[src/rtl/phy_mgmt_pkg.sv]
package phy_mgmt_pkg;

  localparam int MGMT_DATA_W = 16;

  // register numbers whose behaviour is decoded
  localparam int IDX_CTRL    = 0;
  localparam int IDX_STATUS  = 1;
  localparam int IDX_ID_HI   = 2;
  localparam int IDX_ID_LO   = 3;
  localparam int IDX_ADV     = 4;
  localparam int IDX_PARTNER = 5;
  localparam int IDX_DIAG    = 18;

  // advertisement bit positions
  localparam int ADV_10_HALF  = 5;
  localparam int ADV_10_FULL  = 6;
  localparam int ADV_100_HALF = 7;
  localparam int ADV_100_FULL = 8;

  // diagnostic word bit positions
  localparam int DIAG_SPEED_BIT  = 10;
  localparam int DIAG_DUPLEX_BIT = 11;

  localparam logic [15:0] STATUS_LINK_UP = 16'h782C;
  localparam logic [15:0] PARTNER_FIXED  = 16'h4001;
  localparam logic [15:0] ADV_MODE_MASK  = 16'h01E0;

  function automatic logic [15:0] reg_reset_value(int idx);
    case (idx)
      IDX_CTRL:  reg_reset_value = 16'h3100;
      IDX_ID_HI: reg_reset_value = 16'h0300;
      IDX_ID_LO: reg_reset_value = 16'hE400;
      IDX_ADV:   reg_reset_value = 16'h01E1;
      default:   reg_reset_value = 16'h0000;
    endcase
  endfunction

endpackage

[src/rtl/phy_rst_sync.sv]
module phy_rst_sync #(
  parameter int STAGES = 2
) (
  input  logic clk,
  input  logic rst_n,
  output logic rst_sync_n
);

  logic [STAGES-1:0] chain_q;
  logic [STAGES-1:0] chain_d;

  always_comb begin
    chain_d = {chain_q[STAGES-2:0], 1'b1};
  end

  always_ff @(posedge clk or negedge rst_n) begin
    if (!rst_n) begin
      chain_q <= '0;
    end else begin
      chain_q <= chain_d;
    end
  end

  assign rst_sync_n = chain_q[STAGES-1];

endmodule

[src/rtl/phy_reg_store.sv]
module phy_reg_store
  import phy_mgmt_pkg::*;
#(
  parameter  int NUM_REGS = 32,
  parameter  int DATA_W   = MGMT_DATA_W,
  localparam int ADDR_W   = $clog2(NUM_REGS)
) (
  input  logic                             clk,
  input  logic                             rst_n,
  input  logic                             wr_en_i,
  input  logic [ADDR_W-1:0]                sel_i,
  input  logic [DATA_W-1:0]                wdata_i,
  input  logic                             link_i,
  output logic [NUM_REGS-1:0][DATA_W-1:0]  regs_o,
  output logic                             link_o
);

  // one storage word per register number
  for (genvar g = 0; g < NUM_REGS; g++) begin : g_word
    logic              hit;
    logic [DATA_W-1:0] word_d;
    logic [DATA_W-1:0] word_q;

    assign hit = wr_en_i && (sel_i == ADDR_W'(g));

    always_comb begin
      word_d = word_q;
      if (hit) begin
        word_d = wdata_i;
      end
    end

    always_ff @(posedge clk or negedge rst_n) begin
      if (!rst_n) begin
        word_q <= DATA_W'(reg_reset_value(g));
      end else begin
        word_q <= word_d;
      end
    end

    assign regs_o[g] = word_q;
  end

  // sampled link state, up out of reset
  logic link_d;
  logic link_q;

  always_comb begin
    link_d = link_i;
  end

  always_ff @(posedge clk or negedge rst_n) begin
    if (!rst_n) begin
      link_q <= 1'b1;
    end else begin
      link_q <= link_d;
    end
  end

  assign link_o = link_q;

endmodule

[src/rtl/phy_status_synth.sv]
module phy_status_synth
  import phy_mgmt_pkg::*;
(
  input  logic        link_i,
  input  logic [15:0] adv_i,
  output logic [15:0] status_o,
  output logic [15:0] partner_o,
  output logic [15:0] diag_o,
  output logic        duplex_o
);

  logic speed_100;
  logic full_dup;

  always_comb begin
    speed_100 = adv_i[ADV_100_HALF] | adv_i[ADV_100_FULL];
    full_dup  = adv_i[ADV_100_FULL] | adv_i[ADV_10_FULL];

    status_o  = link_i ? STATUS_LINK_UP : 16'h0000;
    partner_o = PARTNER_FIXED | (adv_i & ADV_MODE_MASK);

    diag_o = 16'h0000;
    if (link_i) begin
      diag_o[DIAG_SPEED_BIT]  = speed_100;
      diag_o[DIAG_DUPLEX_BIT] = full_dup;
    end
    duplex_o = diag_o[DIAG_DUPLEX_BIT];
  end

endmodule

[src/rtl/phy_read_mux.sv]
module phy_read_mux
  import phy_mgmt_pkg::*;
#(
  parameter  int NUM_REGS = 32,
  parameter  int DATA_W   = MGMT_DATA_W,
  localparam int ADDR_W   = $clog2(NUM_REGS)
) (
  input  logic [ADDR_W-1:0]               sel_i,
  input  logic [NUM_REGS-1:0][DATA_W-1:0] regs_i,
  input  logic [DATA_W-1:0]               status_i,
  input  logic [DATA_W-1:0]               partner_i,
  input  logic [DATA_W-1:0]               diag_i,
  output logic [DATA_W-1:0]               rd_o
);

  always_comb begin
    if (sel_i == ADDR_W'(IDX_STATUS)) begin
      rd_o = status_i;
    end else if (sel_i == ADDR_W'(IDX_PARTNER)) begin
      rd_o = partner_i;
    end else if (sel_i == ADDR_W'(IDX_DIAG)) begin
      rd_o = diag_i;
    end else begin
      rd_o = regs_i[sel_i];
    end
  end

endmodule

[src/rtl/phy_mgmt_regs.sv]
module phy_mgmt_regs
  import phy_mgmt_pkg::*;
#(
  parameter  int NUM_REGS    = 32,
  parameter  int SYNC_STAGES = 2,
  localparam int ADDR_W      = $clog2(NUM_REGS),
  localparam int DATA_W      = MGMT_DATA_W
) (
  input  logic              clk,
  input  logic              rst_n,
  input  logic              link_up_i,
  input  logic [ADDR_W-1:0] reg_sel_i,
  input  logic              wr_en_i,
  input  logic [DATA_W-1:0] wr_data_i,
  output logic [DATA_W-1:0] rd_data_o,
  output logic              full_duplex_o
);

  logic                             rst_sync_n;
  logic [NUM_REGS-1:0][DATA_W-1:0]  regs;
  logic                             link_q;
  logic [DATA_W-1:0]                status_w;
  logic [DATA_W-1:0]                partner_w;
  logic [DATA_W-1:0]                diag_w;

  phy_rst_sync #(
    .STAGES(SYNC_STAGES)
  ) u_rst_sync (
    .clk        (clk),
    .rst_n      (rst_n),
    .rst_sync_n (rst_sync_n)
  );

  phy_reg_store #(
    .NUM_REGS(NUM_REGS),
    .DATA_W  (DATA_W)
  ) u_store (
    .clk     (clk),
    .rst_n   (rst_sync_n),
    .wr_en_i (wr_en_i),
    .sel_i   (reg_sel_i),
    .wdata_i (wr_data_i),
    .link_i  (link_up_i),
    .regs_o  (regs),
    .link_o  (link_q)
  );

  phy_status_synth u_synth (
    .link_i    (link_q),
    .adv_i     (regs[IDX_ADV]),
    .status_o  (status_w),
    .partner_o (partner_w),
    .diag_o    (diag_w),
    .duplex_o  (full_duplex_o)
  );

  phy_read_mux #(
    .NUM_REGS(NUM_REGS),
    .DATA_W  (DATA_W)
  ) u_rd_mux (
    .sel_i     (reg_sel_i),
    .regs_i    (regs),
    .status_i  (status_w),
    .partner_i (partner_w),
    .diag_i    (diag_w),
    .rd_o      (rd_data_o)
  );

endmodule

[config.mk]
export PLATFORM = sky130hd
export DESIGN_NAME = phy_mgmt_regs
export DESIGN_NICKNAME = d
export VERILOG_FILES = /design/src/rtl/phy_mgmt_pkg.sv /design/src/rtl/phy_rst_sync.sv /design/src/rtl/phy_reg_store.sv /design/src/rtl/phy_status_synth.sv /design/src/rtl/phy_read_mux.sv /design/src/rtl/phy_mgmt_regs.sv
export SDC_FILE = /design/constraint.sdc
export NUM_CORES = 1
export LEC_CHECK = 0
export BUFFER_PORTS_ARGS = -buffer_cell sky130_fd_sc_hd__clkbuf_2
export CAP_MARGIN = 30
export CELL_PAD_IN_SITES_DETAIL_PLACEMENT = 0
export CELL_PAD_IN_SITES_GLOBAL_PLACEMENT = 1
export CORE_UTILIZATION = 58
export CTS_CLUSTER_DIAMETER = 100
export DETAILED_ROUTE_END_ITERATION = 10
export MAX_ROUTING_LAYER = met4
export PLACE_DENSITY_LB_ADDON = 0.1
export SLEW_MARGIN = 40
export SYNTH_ARGS = -nofsm -noshare
export SYNTH_HDL_FRONTEND = slang
export SYNTH_SLANG_ARGS = --single-unit
[constraint.sdc]
create_clock -name clk -period 25.1 [get_ports clk]
set_clock_uncertainty 0.1 [all_clocks]
set_input_delay 2.51 -clock clk [delete_from_list [all_inputs] [get_ports clk]]
set_output_delay 2.51 -clock clk [all_outputs]
set_load 0.02 [all_outputs]
Word level (Yosys, flattened, before mapping)
Cells that the tools add are included.

word-level totals
  output and inout port bits = 17
  flip-flop bits (word level) = 515
  word-level logic and storage cells = 108

operators by class
  bitwise gates (word level) = 2
  equal/unequal tests = 31
  reductions and logical operators = 33
  mux-type cells = 7
  magnitude comparators = 1

operator list
  kind                                                                           count
  16-bit binary-select mux with 5-bit select                                     1
  5-bit equality test (second input constant)                                    16
  16-bit 2-to-1 mux                                                              4
  5-bit by 4-bit equality test with 1-bit output (second input constant)         8
  1-bit logical AND                                                              32
  5-bit by 3-bit equality test with 1-bit output (second input constant)         4
  15-bit 2-to-1 mux                                                              1
  5-bit by 2-bit equality test with 1-bit output (second input constant)         2
  5-bit by 6-bit less-than comparator with 1-bit output (second input constant)  1
  5-bit by 1-bit equality test with 1-bit output (second input constant)         1
  5-bit logical NOT                                                              1
  2-bit 2-to-1 mux                                                               1
  1-bit OR                                                                       2

Depth between registers and ports, before layout
  depth in word-level cells = 5
  gate-level depth with buffers = 10
  mapped depth without buffers = 5

Hierarchy
Synthesis repeated with hierarchy kept, for this count alone.

unflattened totals
  cells, all modules = 1710
  area, all modules = 24632.4 um^2

by module, submodules not included
  module            times used  cells an instance  area each (um^2)
  phy_reg_store     1           1163               19282.2
  phy_read_mux      1           493                4921.0
  phy_status_synth  1           51                 375.4
  phy_rst_sync      1           3                  53.8

Least setup slack after synthesis
Ideal clock, no wire load.

  path type = input to output
  start = input port reg_sel_i[0]
  end = output port rd_data_o[2]
  arrival time = 4300 ps
  data required time = 22490 ps
  buffers on the path = 2
  stages = 7
  setup slack = 18190 ps
  path through = buf_6 > or3b_2 > clkbuf_1 > o32ai_1 > a311oi_1 > and3_1 > nor4_1

between the ends
  word-level cells in the longest chain between the ends = 5
  elaborated cells on any way between the ends = 8
  those cells by class = 3 x eq/ne; 5 x mux

ends and longest elaborated chain
  what                                        RTL line             text
  start: declaration                          phy_mgmt_regs.sv:12  input logic [ADDR_W-1:0] reg_sel_i,
  16-bit binary-select mux with 5-bit select  phy_read_mux.sv:24   rd_o = regs_i[sel_i];
  16-bit 2-to-1 mux (implied by the code)     phy_read_mux.sv:24
  16-bit 2-to-1 mux                           phy_read_mux.sv:21   end else if (sel_i == ADDR_W'(IDX_DIAG)) begin
  16-bit 2-to-1 mux                           phy_read_mux.sv:19   end else if (sel_i == ADDR_W'(IDX_PARTNER)) begin
  16-bit 2-to-1 mux *                         phy_read_mux.sv:17   if (sel_i == ADDR_W'(IDX_STATUS)) begin
  end: declaration                            phy_mgmt_regs.sv:15  output logic [DATA_W-1:0] rd_data_o,

Mark *: on every way between the ends. The rest lies on a longest branch, timed or not. The select of a mux whose other input is x is not followed.

Worst setup path after layout
  start = input port reg_sel_i[1]
  end = output port rd_data_o[3]

The elaborated chain is that of the path after synthesis.

==> results.toml <==
[clock_tree]
cts.sinks = 510
hold_buffers = 0
cts_resized = 0
cts_tree = "done"
postCtsSetupRepairBufs = 0
clk_pin_slew_ps = 50
cts_made_buffers = 52
clk_latency_ps = 600
clock_tree.buffer_depth = 3
ctsRootBufferMaster = "clkbuf_16"
htreeDepth = 2

[global_route]
first_global_vias = 14450
grt_pass1_wl_um = 91030
grt_usage_pct = 30.53
gr-total-overflow = 0
antenna_found_initial = 2
grt_max_degree = 152

[synth]
synth_area_mm2 = 0.02378
synth_cell_type_count = 59
yosysSeqAreaShare_pct = 53.76
ys.flop_type = "dfrtp_1"
ys_seq_elements = 510
postSynthAreaPerCell_um2 = 15.18
synth_edf_count = 0
yosysTopAreaCellShare_pct = 52.10
synth_cells = 1566
synth_nets = 1591
async_flop_share_pct = 100.0
synth_area_leaders = "dfrtp_1, mux2_2, mux4_2"
yosys_warnings = 0
yosys.area.top_type = "dfrtp_1"

[route]
viasPerCell = 6.489
vias = 13760
drt_iter0_markers = 1008
drc_errors = 0
drtAntennaViolNets = 0
wl_per_cell_um = 27.77
drt_wl_total_um = 58870
drt_first_pass_iters = 5

[timing]
fin_crit_sh_pct = 35.24
finalHoldViolCount = 0
maxSlewHeadroom_pct = 40.58
setup_viol = 0
worst_pin_slew_ps = 889.2
slew_violations = 0
hold-worst-slack_ps = 131.0
setup-tns-final_ps = 0
rsz0062_at_grt = "false"
fin_crit_ps = 8845
timing.final.ws_setup_ps = 16260
max_freq_mhz = 113.1

[die]
fp.dieW_um = 204.5
io_pins = 42
start_util_pct = 59.29
num_rows = 73
die_h_um = 204.5
core_mm2 = 0.04010
die_area_mm2 = 0.04181

[place]
hpwlAfterDp_um = 34170
dpl_cell_area_mm2 = 0.02411
gp_congestion = 0.7986
place_ws_ps = 16310
dp.cells = 2019
port_buffers = 41

[critical_path]
start_kind = "input port"
cp-end-kind = "output port"
worstPathArrival_ps = 6230
crit_path_start = "reg_sel_i[1]"
cp_max_fo = 72
cp.required_ps = 22490
worstSetupPathType = "in2out"
r2r-start = "u_rst_sync.chain_q[1]"

[pwr]
leakagePower_uw = 0.01169
irDropWorstVdd_mv = 0.05715
power_density_mw_per_mm2 = 84.14

[final_layout]
fin_cells = 2120
layout-drive-gt1-share_pct = 50.94
nFillCells = 2924
fin_area_mm2 = 0.02589
area_growth_pct = 8.878
finalNetCount = 1576

[outcome]
status = "complete, no violations"

[worst_hold_path]
hold_class = "reg2async"

[run]
cap_violations = 0
==> final timing paths <==
| path | endpoint | slack [ps] | cells past startpoint |
|---|---|---|---|
| worst min-delay path | u_store.g_word[29].word_q[0] | 130 | 0 |
| min in group clk | u_rst_sync.chain_q[1] | 250 | 0 |
| worst max register to register | u_store.g_word[15].word_q[11] | 22860 | 3 |
| max in group asynchronous | u_store.g_word[15].word_q[11] | 22860 | 3 |
| worst min register to register | u_store.g_word[29].word_q[0] | 130 | 0 |
| worst max-delay path | rd_data_o[3] | 16260 | 9 |
==> cells by family (layout without fill, tap and decap cells) <==
logic type,Yosys count,in the layout,share of synthesized area (%)
AND/OR/NAND/NOR,126,126,2.889
buffers and inverters,145,173,3.594
other,1,2,0.01577
flip-flops,510,510,53.76
multiplexers,681,681,36.62
AO/OA/AOI/OAI,103,103,3.126
==> sequential cells by signal (all words and copies together) (netlist names) <==
name and flops:
u_store.g_word.word_q 507, u_rst_sync.chain_q 2, u_store.link_o 1
==> worst max-delay path, cell delays in order <==
cell and delay, ps:
clkbuf_8 610, buf_6 650, buf_4 690, and3b_1 370, nand2_1 100, o21a_1 310, nor2_1 450, a311oi_1 220
clkbuf_2 240
==> routing by layer <==
| metal | track usage, % | wire, um |
|---|---|---|
| met5 | - | 0 |
| met4 | 8.635 | 1307 |
| met3 | 4.943 | 3232 |
| met2 | 44.99 | 27170 |
| met1 | 44.06 | 27160 |
==> power by group <==
part | total [uW] | switching (uW) | internal [uW]
Clock | 766 | 322 | 444
Sequential | 1060 | 79.0 | 985
Combinational | 348 | 145 | 203
==> synthesized netlist by cell type, types with 13 or more instances <==
cell type	instances
dlygate4sd1_1	13
nor2_2	16
clkbuf_1	50
mux4_2	77
nor2_1	13
buf_2	36
o22ai_1	14
dfrtp_1	495
o21ai_0	15
buf_4	29
mux2_2	519
nand2_1	39
mux2i_1	68
dfstp_2	15
mux4_1	17
a22oi_1	14
==> area by class of cell <==
type	instances	area, um^2	share of cell area [%]
Antenna cell	1	2.502	0.009667
Clock buffer	86	1640	6.337
Clock inverter	11	62.56	0.2417
Inverter	3	11.26	0.04350
Multi-Input combinational cell	911	10180	39.34
Sequential cell	510	12780	49.39
Tap cell	525	656.9	2.538
Timing Repair Buffer	73	543.0	2.098
==> per-stage QoR <==
step / utilization, % / total power [uW]
floorplan: - / 1335
global placement: 59.97 / 1404
detailed placement: 60.12 / 1424
CTS: 64.37 / 2190
global route: 64.56 / 2275
finish: 64.56 / 2178
==> cell usage in the layout (no fill, tap or decap), drive strengths merged, types with 6 or more instances in the layout <==
| cell | n |
|---|---|
| o22ai | 14 |
| mux2 | 519 |
| nor2b | 8 |
| nor2 | 29 |
| a21oi | 11 |
| dfstp | 15 |
| mux2i | 68 |
| mux4 | 94 |
| o21ai | 15 |
| a221oi | 7 |
| nand2 | 43 |
| clkbuf | 127 |
| clkinv | 10 |
| nor4 | 8 |
| a22oi | 14 |
| buf | 32 |
| nand3 | 8 |
| nor3 | 6 |
| a22o | 9 |
| dfrtp | 495 |
No activity file was read; power rests on OpenSTA's default activity.
